<file path="src/rtl/lwd_pkg.sv">
package lwd_pkg;

  localparam int ADDR_W   = 32;
  localparam int CFG_W    = 8;
  localparam int NUM_SEG  = 12;
  localparam int SEG_SHIFT = 14;
  localparam int SEG_IDX_W = $clog2(NUM_SEG);
  localparam int SEG_BYTES = NUM_SEG / 2;

  localparam logic [ADDR_W-1:0] WIN_LO   = 32'h000A_0000;
  localparam logic [ADDR_W-1:0] SEG_LO   = 32'h000C_0000;
  localparam logic [ADDR_W-1:0] HIGH_LO  = 32'h000F_0000;
  localparam logic [ADDR_W-1:0] WIN_END  = 32'h0010_0000;

  localparam logic [CFG_W-1:0] HIGH_CFG_ADDR = 8'h59;
  localparam logic [CFG_W-1:0] SEG_CFG_BASE  = 8'h5A;
  localparam logic [CFG_W-1:0] SMRAM_ADDR    = 8'h72;
  localparam logic [CFG_W-1:0] SMRAM_RESET   = 8'h02;
  localparam int SMRAM_SMM_BIT  = 3;
  localparam int SMRAM_OPEN_BIT = 6;

  typedef enum logic [1:0] {
    RGN_OUTSIDE = 2'd0,
    RGN_DISPLAY = 2'd1,
    RGN_SEGMENT = 2'd2,
    RGN_HIGH    = 2'd3
  } region_e;

  typedef struct packed {
    logic to_dram;
    logic wr_ok;
  } route_t;

  function automatic region_e classify(input logic [ADDR_W-1:0] a);
    if (a < WIN_LO || a >= WIN_END) return RGN_OUTSIDE;
    if (a < SEG_LO)                 return RGN_DISPLAY;
    if (a < HIGH_LO)                return RGN_SEGMENT;
    return RGN_HIGH;
  endfunction

  function automatic logic [SEG_IDX_W-1:0] seg_index(input logic [ADDR_W-1:0] a);
    logic [ADDR_W-1:0] off;
    off = (a - SEG_LO) >> SEG_SHIFT;
    return off[SEG_IDX_W-1:0];
  endfunction

  // Two-bit attribute out of a packed byte: low nibble for even, high for odd.
  function automatic logic [1:0] nibble_attr(input logic [CFG_W-1:0] b, input logic odd);
    return odd ? b[5:4] : b[1:0];
  endfunction

  // bit0: reads to DRAM, bit1: writes to DRAM; attribute 1 blocks writes.
  function automatic route_t apply_attr(input logic [1:0] attr, input logic wr);
    route_t r;
    r.to_dram = wr ? attr[1] : attr[0];
    r.wr_ok   = !(wr && attr == 2'b01);
    return r;
  endfunction

endpackage

</file>
<file path="src/rtl/lwd_cfg_regs.sv">
module lwd_cfg_regs
  import lwd_pkg::*;
(
  input  logic                 clk,
  input  logic                 rst_n,
  input  logic                 cfg_we,
  input  logic [CFG_W-1:0]     cfg_addr,
  input  logic [CFG_W-1:0]     cfg_wdata,
  output logic [NUM_SEG-1:0][1:0] seg_attr,
  output logic [1:0]           high_attr,
  output logic [CFG_W-1:0]     smram_q
);

  logic [CFG_W-1:0] high_q;
  logic [SEG_BYTES-1:0][CFG_W-1:0] seg_q;

  always_ff @(posedge clk or negedge rst_n) begin
    if (!rst_n) begin
      high_q  <= '0;
      smram_q <= SMRAM_RESET;
    end else if (cfg_we) begin
      if (cfg_addr == HIGH_CFG_ADDR) high_q  <= cfg_wdata;
      if (cfg_addr == SMRAM_ADDR)    smram_q <= cfg_wdata;
    end
  end

  for (genvar k = 0; k < SEG_BYTES; k++) begin : g_seg_byte
    localparam logic [CFG_W-1:0] MY_ADDR = SEG_CFG_BASE + CFG_W'(k);
    always_ff @(posedge clk or negedge rst_n) begin
      if (!rst_n)                               seg_q[k] <= '0;
      else if (cfg_we && cfg_addr == MY_ADDR)   seg_q[k] <= cfg_wdata;
    end
  end

  for (genvar s = 0; s < NUM_SEG; s++) begin : g_seg_attr
    assign seg_attr[s] = nibble_attr(seg_q[s/2], 1'((s % 2)));
  end

  assign high_attr = high_q[5:4];


  smram_write_lands_chk: assert property (@(posedge clk) disable iff (!rst_n)
    (cfg_we && cfg_addr == SMRAM_ADDR) |=> (smram_q == $past(cfg_wdata)));

endmodule

</file>
<file path="src/rtl/lwd_region_decode.sv">
module lwd_region_decode
  import lwd_pkg::*;
(
  input  logic                 clk,
  input  logic                 rst_n,
  input  logic [ADDR_W-1:0]    acc_addr,
  input  logic                 acc_write,
  input  logic                 smm_active,
  input  logic [NUM_SEG-1:0][1:0] seg_attr,
  input  logic [1:0]           high_attr,
  input  logic [CFG_W-1:0]     smram_q,
  output logic                 to_dram,
  output logic                 wr_allowed,
  output logic                 in_window,
  output logic                 display_hit
);

  region_e          rgn;
  logic [SEG_IDX_W-1:0] sidx;
  logic [1:0]       attr;
  route_t           rt;
  logic             display_open;

  assign rgn         = classify(acc_addr);
  assign sidx        = seg_index(acc_addr);
  assign in_window   = (rgn != RGN_OUTSIDE);
  assign display_hit = (rgn == RGN_DISPLAY);
  assign display_open = smram_q[SMRAM_OPEN_BIT] ||
                        (smm_active && smram_q[SMRAM_SMM_BIT]);

  always_comb begin
    attr = 2'b00;
    if (rgn == RGN_HIGH) attr = high_attr;
    else if (rgn == RGN_SEGMENT && int'(sidx) < NUM_SEG) attr = seg_attr[sidx];
  end

  assign rt = apply_attr(attr, acc_write);

  always_comb begin
    unique case (rgn)
      RGN_OUTSIDE: begin to_dram = 1'b1;         wr_allowed = 1'b1; end
      RGN_DISPLAY: begin to_dram = display_open; wr_allowed = 1'b1; end
      default:     begin to_dram = rt.to_dram;   wr_allowed = rt.wr_ok; end
    endcase
  end


  outside_passthru_chk: assert property (@(posedge clk) disable iff (!rst_n)
    !in_window |-> (to_dram && wr_allowed));


  blocked_is_write_chk: assert property (@(posedge clk) disable iff (!rst_n)
    !wr_allowed |-> (acc_write && !to_dram && in_window && !display_hit));

endmodule

</file>
<file path="src/rtl/legacy_window_decoder.sv">
module legacy_window_decoder
  import lwd_pkg::*;
(
  input  logic              clk,
  input  logic              rst_n,
  input  logic              cfg_we,
  input  logic [CFG_W-1:0]  cfg_addr,
  input  logic [CFG_W-1:0]  cfg_wdata,
  input  logic              smm_active,
  input  logic [ADDR_W-1:0] acc_addr,
  input  logic              acc_write,
  output logic              to_dram,
  output logic              wr_allowed
);

  logic [NUM_SEG-1:0][1:0] seg_attr;
  logic [1:0]              high_attr;
  logic [CFG_W-1:0]        smram_q;
  logic                    in_window;
  logic                    display_hit;

  lwd_cfg_regs u_regs (
    .clk       (clk),
    .rst_n     (rst_n),
    .cfg_we    (cfg_we),
    .cfg_addr  (cfg_addr),
    .cfg_wdata (cfg_wdata),
    .seg_attr  (seg_attr),
    .high_attr (high_attr),
    .smram_q   (smram_q)
  );

  lwd_region_decode u_dec (
    .clk         (clk),
    .rst_n       (rst_n),
    .acc_addr    (acc_addr),
    .acc_write   (acc_write),
    .smm_active  (smm_active),
    .seg_attr    (seg_attr),
    .high_attr   (high_attr),
    .smram_q     (smram_q),
    .to_dram     (to_dram),
    .wr_allowed  (wr_allowed),
    .in_window   (in_window),
    .display_hit (display_hit)
  );


  display_open_bit_chk: assert property (@(posedge clk) disable iff (!rst_n)
    (display_hit && smram_q[SMRAM_OPEN_BIT]) |-> (to_dram && wr_allowed));

endmodule

</file>
<file path="config.mk">
export PLATFORM = sky130hd
export DESIGN_NAME = legacy_window_decoder
export DESIGN_NICKNAME = d
export VERILOG_FILES = /design/src/rtl/lwd_pkg.sv /design/src/rtl/lwd_cfg_regs.sv /design/src/rtl/lwd_region_decode.sv /design/src/rtl/legacy_window_decoder.sv
export SDC_FILE = /design/constraint.sdc
export NUM_CORES = 1
export LEC_CHECK = 0
export CAP_MARGIN = 20
export CORE_UTILIZATION = 43
export DETAILED_ROUTE_END_ITERATION = 8
export PLACE_DENSITY_LB_ADDON = 0.08
export SLEW_MARGIN = 20
export SYNTH_ARGS = -nofsm -noshare
export SYNTH_HDL_FRONTEND = slang
export SYNTH_HIERARCHICAL = 1
export SYNTH_SLANG_ARGS = --single-unit
</file>
<file path="constraint.sdc">
create_clock -name clk -period 2 [get_ports clk]
set_input_delay 0.2 -clock clk [delete_from_list [all_inputs] [get_ports clk]]
set_output_delay 0.2 -clock clk [all_outputs]
set_load 0.02 [all_outputs]
</file>
==> results.json, run 1 <==
{
  "arrival_ns": 2.23,
  "grtUsageMet3_pct": 3.36,
  "die_h_um": 61.2,
  "ios": 55,
  "postSynthCellCount": 112,
  "cts.htree.levels": 1,
  "required_ns": 1.80,
  "dp_hpwl_mm": 2.69,
  "grt_use_met1_pct": 23.2,
  "grt_max_degree": 29,
  "internal_power_w": 0.000826,
  "drt_iter0_drc": 28,
  "syn_nets": 165,
  "cts_made_buffers": 3,
  "start_util_pct": 45.2,
  "final_cell_mix": "clkdlybuf4s50_1 (35), dfrtp_1 (28), mux2_2 (26)",
  "postLayoutCellArea_um2": 2090,
  "combPwrFrac_pct": 17.8,
  "hold_class": "in2async",
  "finalCritPeriodShare_pct": 122,
  "critPathMaxFanout": 2,
  "crit_type": "reg2out",
  "power_frac_clock_pct": 25.9,
  "hold_violations": 0,
  "crit_chain": "mux4_2 -> o211ai_2 -> o311ai_1 -> a211o_1 -> or3_4 -> buf_6",
  "track_usage_pct": 19.3,
  "hold_buffers": 0,
  "vdd.ir_drop.worst_uv": 342,
  "seqPwrFrac_pct": 56.3,
  "fmaxAchievable_ghz": 0.411,
  "wl_mm": 3.42,
  "worst_slack_ns": -0.434,
  "port_buffers": 38,
  "mostFrequentLayoutCell": "clkdlybuf4s50_1",
  "clk_pin_slew_ns": 0.15,
  "final_period_minus_worst_setup_slack_ns": 2.43,
  "routedWlPerCell_um": 16.1,
  "final_util_pct": 62.7,
  "clk-insertion-delay-late_ns": 0.33,
  "tightest_slew_ns": 0.347,
  "grt.busiest_layer": "met2",
  "gp_congestion": 0.793,
  "netSwitchingFraction_pct": 23.5,
  "slowest_stage": "mux4_2",
  "fp-row-count": 21,
  "start_kind": "flop",
  "rsz0062_at_grt": "yes",
  "vias": 1152,
  "status": "complete, but fails checks",
  "diodes": 0,
  "netlist_area_um2": 1510,
  "avgSynthCellArea_um2": 13.5,
  "die_w_um": 61.2,
  "via_per_inst": 5.43,
  "nets": 220,
  "place_ws_ns": -1.02,
  "antenna_found_initial": 0,
  "drtAntennaViolNets": 0,
  "yosys_warnings": 6,
  "slew_violations": 0,
  "whs_ns": 0.212,
  "total_power_w": 0.00108,
  "overflow": 0,
  "cts_root_buf": "clkbuf_4",
  "power.density_nw_per_um2": 516,
  "setup_viol": 2,
  "cp_slowest_stage_delay_ns": 0.47,
  "worst_setup_path_end_kind": "output pin",
  "grtUsageMet2_pct": 32.9,
  "drcViolationCount": 0,
  "r2r_setup_slack_ns": 1.21,
  "dpl_cell_area_um2": 2040,
  "grt_pass1_wl_mm": 5.04,
  "drv_cap": 0,
  "first_global_vias": 1083,
  "drive_above_1_share_pct": 37.3,
  "die-area_um2": 3750,
  "core_area_um2": 3340,
  "drt-pass1-iter-count": 4,
  "violations": "negative setup slack",
  "cts_max_path_buffers": 2,
  "p_sw_w": 0.000253,
  "relSlewSlack_pct": 76.9,
  "p_leak_nw": 0.933,
  "cts.sinks": 28,
  "cts_tree": "yes",
  "syn2layout_area_growth_pct": 38.7,
  "skew_ns": 0
}
[area by class of cell]
class	count	area [um^2]
fill	277	1240
multi-input combinational	78	786
sequential	28	701
timing repair buffer	55	509
tap	46	57.6
clock buffer	4	36.3
inverter	1	3.75
[per-stage QoR]
stage,TNS [ns],instances
after floorplan,0,112
after global placement,-1.92,207
after detailed placement,-2.00,207
after CTS,-0.823,211
after global routing,-0.964,212
final,-0.839,212
[sequential cells by signal, summed over array words and instances (netlist names)]
| signal | count |
|---|---|
| u_regs/high_q | 2 |
| u_regs/seg_attr | 24 |
| u_regs/smram_q | 2 |
[layer usage]
| layer | vias up | share of wire, % |
|---|---|---|
| li1 | 542 | - |
| met2 | 30 | 50 |
| met4 | 0 | 2.4 |
| met3 | 8 | 4.8 |
| met1 | 572 | 43 |
| met5 | - | 0 |
[what timing repair did]
item,4_1_cts,5_1_grt
setup buffers,0,1
resized for setup,16,2
pin swaps,1,0
endpoints found under the setup margin,2,2
[worst paths after layout]
path | startpoint | endpoint | depth (start not counted)
worst max-delay path | u_regs/seg_attr[5] | wr_allowed | 6
worst min-delay path | rst_n | u_regs/seg_attr[15] | 2
worst max register to register | u_regs/seg_attr[19] | u_regs/seg_attr[19] | 1
worst min register to register | u_regs/seg_attr[3] | u_regs/seg_attr[3] | 1
max in group asynchronous | rst_n | u_regs/seg_attr[3] | 2
min in group clk | cfg_wdata[3] | u_regs/smram_q[3] | 2
[power groups by stage]
stage | clock network, W | logic, W | registers [W]
3_3_place_gp | 0 | 0.000184 | 0.000618
3_5_place_dp | 0 | 0.000189 | 0.000618
5_1_grt | 0.000306 | 0.000208 | 0.000611
2_1_floorplan | 0 | 0.0000734 | 0.000612
6_report | 0.000279 | 0.000192 | 0.000608
4_1_cts | 0.000291 | 0.000191 | 0.000608
[worst max-delay path, delay by kind of cell, from the launching register on]
kind                   cells  cell delay (ns)
buffers and inverters      1             0.14
and+or+nand+nor            1             0.34
DFF                        1             0.42
AOI/OAI and AO/OA          3             0.53
muxes                      1             0.47
(Power assumes the default switching activity.)
==> run 2: changes to the inputs <==
- RECOVER_POWER: default -> 25
==> results.json, run 2 (synthesis gave the netlist of run 1 again) <==
{
  "gp_congestion": 0.793,
  "place_ws_ns": -1.02,
  "hold_violations": 0,
  "r2r_setup_slack_ns": 1.21,
  "seqPwrFrac_pct": 56.4,
  "reg2reg_to": "u_regs/seg_attr[19]",
  "track_usage_pct": 19.3,
  "dp_hpwl_mm": 2.69,
  "drt-pass1-iter-count": 4,
  "skew_ns": 0,
  "final_cell_mix": "clkdlybuf4s50_1 (34), dfrtp_1 (28), mux2_2 (26)",
  "p_sw_w": 0.000253,
  "drt_iter0_drc": 28,
  "die_h_um": 61.2,
  "start_util_pct": 45.2,
  "fill_cells": 277,
  "worst_slack_ns": -0.434,
  "crit_chain": "mux4_2 -> o211ai_2 -> o311ai_1 -> a211o_1 -> or3_4 -> buf_6",
  "reg2reg_depth": 1,
  "antenna_found_initial": 0,
  "postLayoutCellArea_um2": 2090,
  "cts.sinks": 28,
  "syn2layout_area_growth_pct": 38.5,
  "largest_register_ffs": 24,
  "cts_made_buffers": 3,
  "p_leak_nw": 0.930,
  "die_w_um": 61.2,
  "critPathMaxFanout": 2,
  "cts_max_path_buffers": 2,
  "overflow": 0,
  "fmaxAchievable_ghz": 0.411,
  "rsz0062_at_grt": "yes",
  "endpoint": "wr_allowed",
  "grt_pass1_wl_mm": 5.04,
  "dpl_cell_area_um2": 2040,
  "vias": 1152,
  "first_global_vias": 1083,
  "clk_pin_slew_ns": 0.15,
  "worst_setup_path_end_kind": "output pin",
  "tns_ns": -0.839,
  "power_frac_clock_pct": 25.9,
  "wl_met3_um": 165,
  "hold_path_startpoint": "cfg_wdata[3]",
  "core_area_um2": 3340,
  "wl_mm": 3.42,
  "required_ns": 1.80,
  "netSwitchingFraction_pct": 23.5,
  "violations": "negative setup slack",
  "top_layer_used": "met4",
  "start_kind": "flop",
  "clk-insertion-delay-late_ns": 0.33,
  "combPwrFrac_pct": 17.7,
  "wl_met2_mm": 1.72,
  "internal_power_w": 0.000825,
  "diodes": 0,
  "die-area_um2": 3750,
  "relSlewSlack_pct": 3.16,
  "cts_tree": "yes",
  "drcViolationCount": 0,
  "r2r_start": "u_regs/seg_attr[19]",
  "final_period_minus_worst_setup_slack_ns": 2.43,
  "port_buffers": 38,
  "grt_max_degree": 29,
  "routedWlPerCell_um": 16.1,
  "hold_class": "in2reg",
  "cts_root_buf": "clkbuf_4",
  "mostFrequentLayoutCell": "clkdlybuf4s50_1",
  "multiInputGateArea_um2": 786,
  "drtAntennaViolNets": 0,
  "regArea_um2": 701,
  "vdd.ir_drop.worst_uv": 342,
  "crit_type": "reg2out",
  "via_per_inst": 5.43,
  "met1_length_mm": 1.46,
  "power.density_nw_per_um2": 516,
  "cts.htree.levels": 1,
  "cp-startpoint": "u_regs/seg_attr[5]",
  "status": "complete, but fails checks",
  "fp-row-count": 21,
  "nets": 220,
  "slowest_stage": "mux4_2",
  "cp_slowest_stage_delay_ns": 0.47,
  "slew_violations": 0,
  "total_power_w": 0.00108,
  "drv_cap": 0,
  "finalCritPeriodShare_pct": 122,
  "setup_viol": 2,
  "arrival_ns": 2.23,
  "tightest_slew_ns": 1.45,
  "drive_above_1_share_pct": 36.7,
  "ios": 55
}
## run 2: cell count changes in the layout (fill, tap and decap cells not counted), sizes merged
cell           before  now
clkdlybuf4s50      35   34
dlygate4sd3         0    1
clkbuf              4    5
buf                19   18
## run 2: worst max-delay path, delay by kind of cell (launching register included)
kind	cells	cell delay, ns
muxes	1	0.47
and+or+nand+nor	1	0.34
DFF	1	0.42
buffers and inverters	1	0.14
AOI/OAI and AO/OA	3	0.53
## run 2: area by class of cell
cell class,instances,area share (%)
multi-input combinational,78,37.6
sequential,28,33.5
timing repair buffer,55,24.2
tap,46,2.75
clock buffer,4,1.74
inverter,1,0.180
## run 2: worst min-delay path by stage
stage,endpoint,slack (ns),cells past startpoint
after floorplan,u_regs/high_q[4],-0.1,0
after global placement,u_regs/seg_attr[9],0.49,1
after detailed placement,u_regs/seg_attr[3],0.50,1
after CTS,u_regs/seg_attr[15],0.22,2
after global routing,u_regs/smram_q[3],0.47,2
final,u_regs/smram_q[3],0.48,2
## run 2: metrics by stage
step	util (%)	hold WS, ns	cells
final	62.6	0.476	212
after global routing	62.6	0.465	212
after CTS	62.1	0.221	211
after detailed placement	61.0	0.496	207
after global placement	61.0	0.489	207
after floorplan	-	-0.0956	112
## run 2: power by group through the flow
stage | clock, W | combinational (W) | sequential, W
after CTS | 0.000291 | 0.000191 | 0.000608
after floorplan | 0 | 0.0000734 | 0.000612
after global placement | 0 | 0.000184 | 0.000618
after global routing | 0.000306 | 0.000206 | 0.000611
after detailed placement | 0 | 0.000189 | 0.000618
final | 0.000279 | 0.000191 | 0.000608
## run 2: metal layers
metal,GRT usage [%],vias to the layer above
met5,0,-
met4,10.7,0
met3,3.36,8
met2,32.9,30
met1,23.2,572
li1,-,542
## run 2: timing repair
action | 4_1_cts | 5_1_grt
resized for setup | 16 | 2
setup endpoints to repair | 2 | 2
hold endpoints to repair | 0 | 0
hold buffers | 0 | 0
pin swaps | 1 | 0
gates cloned | 0 | 0
setup buffers | 0 | 1
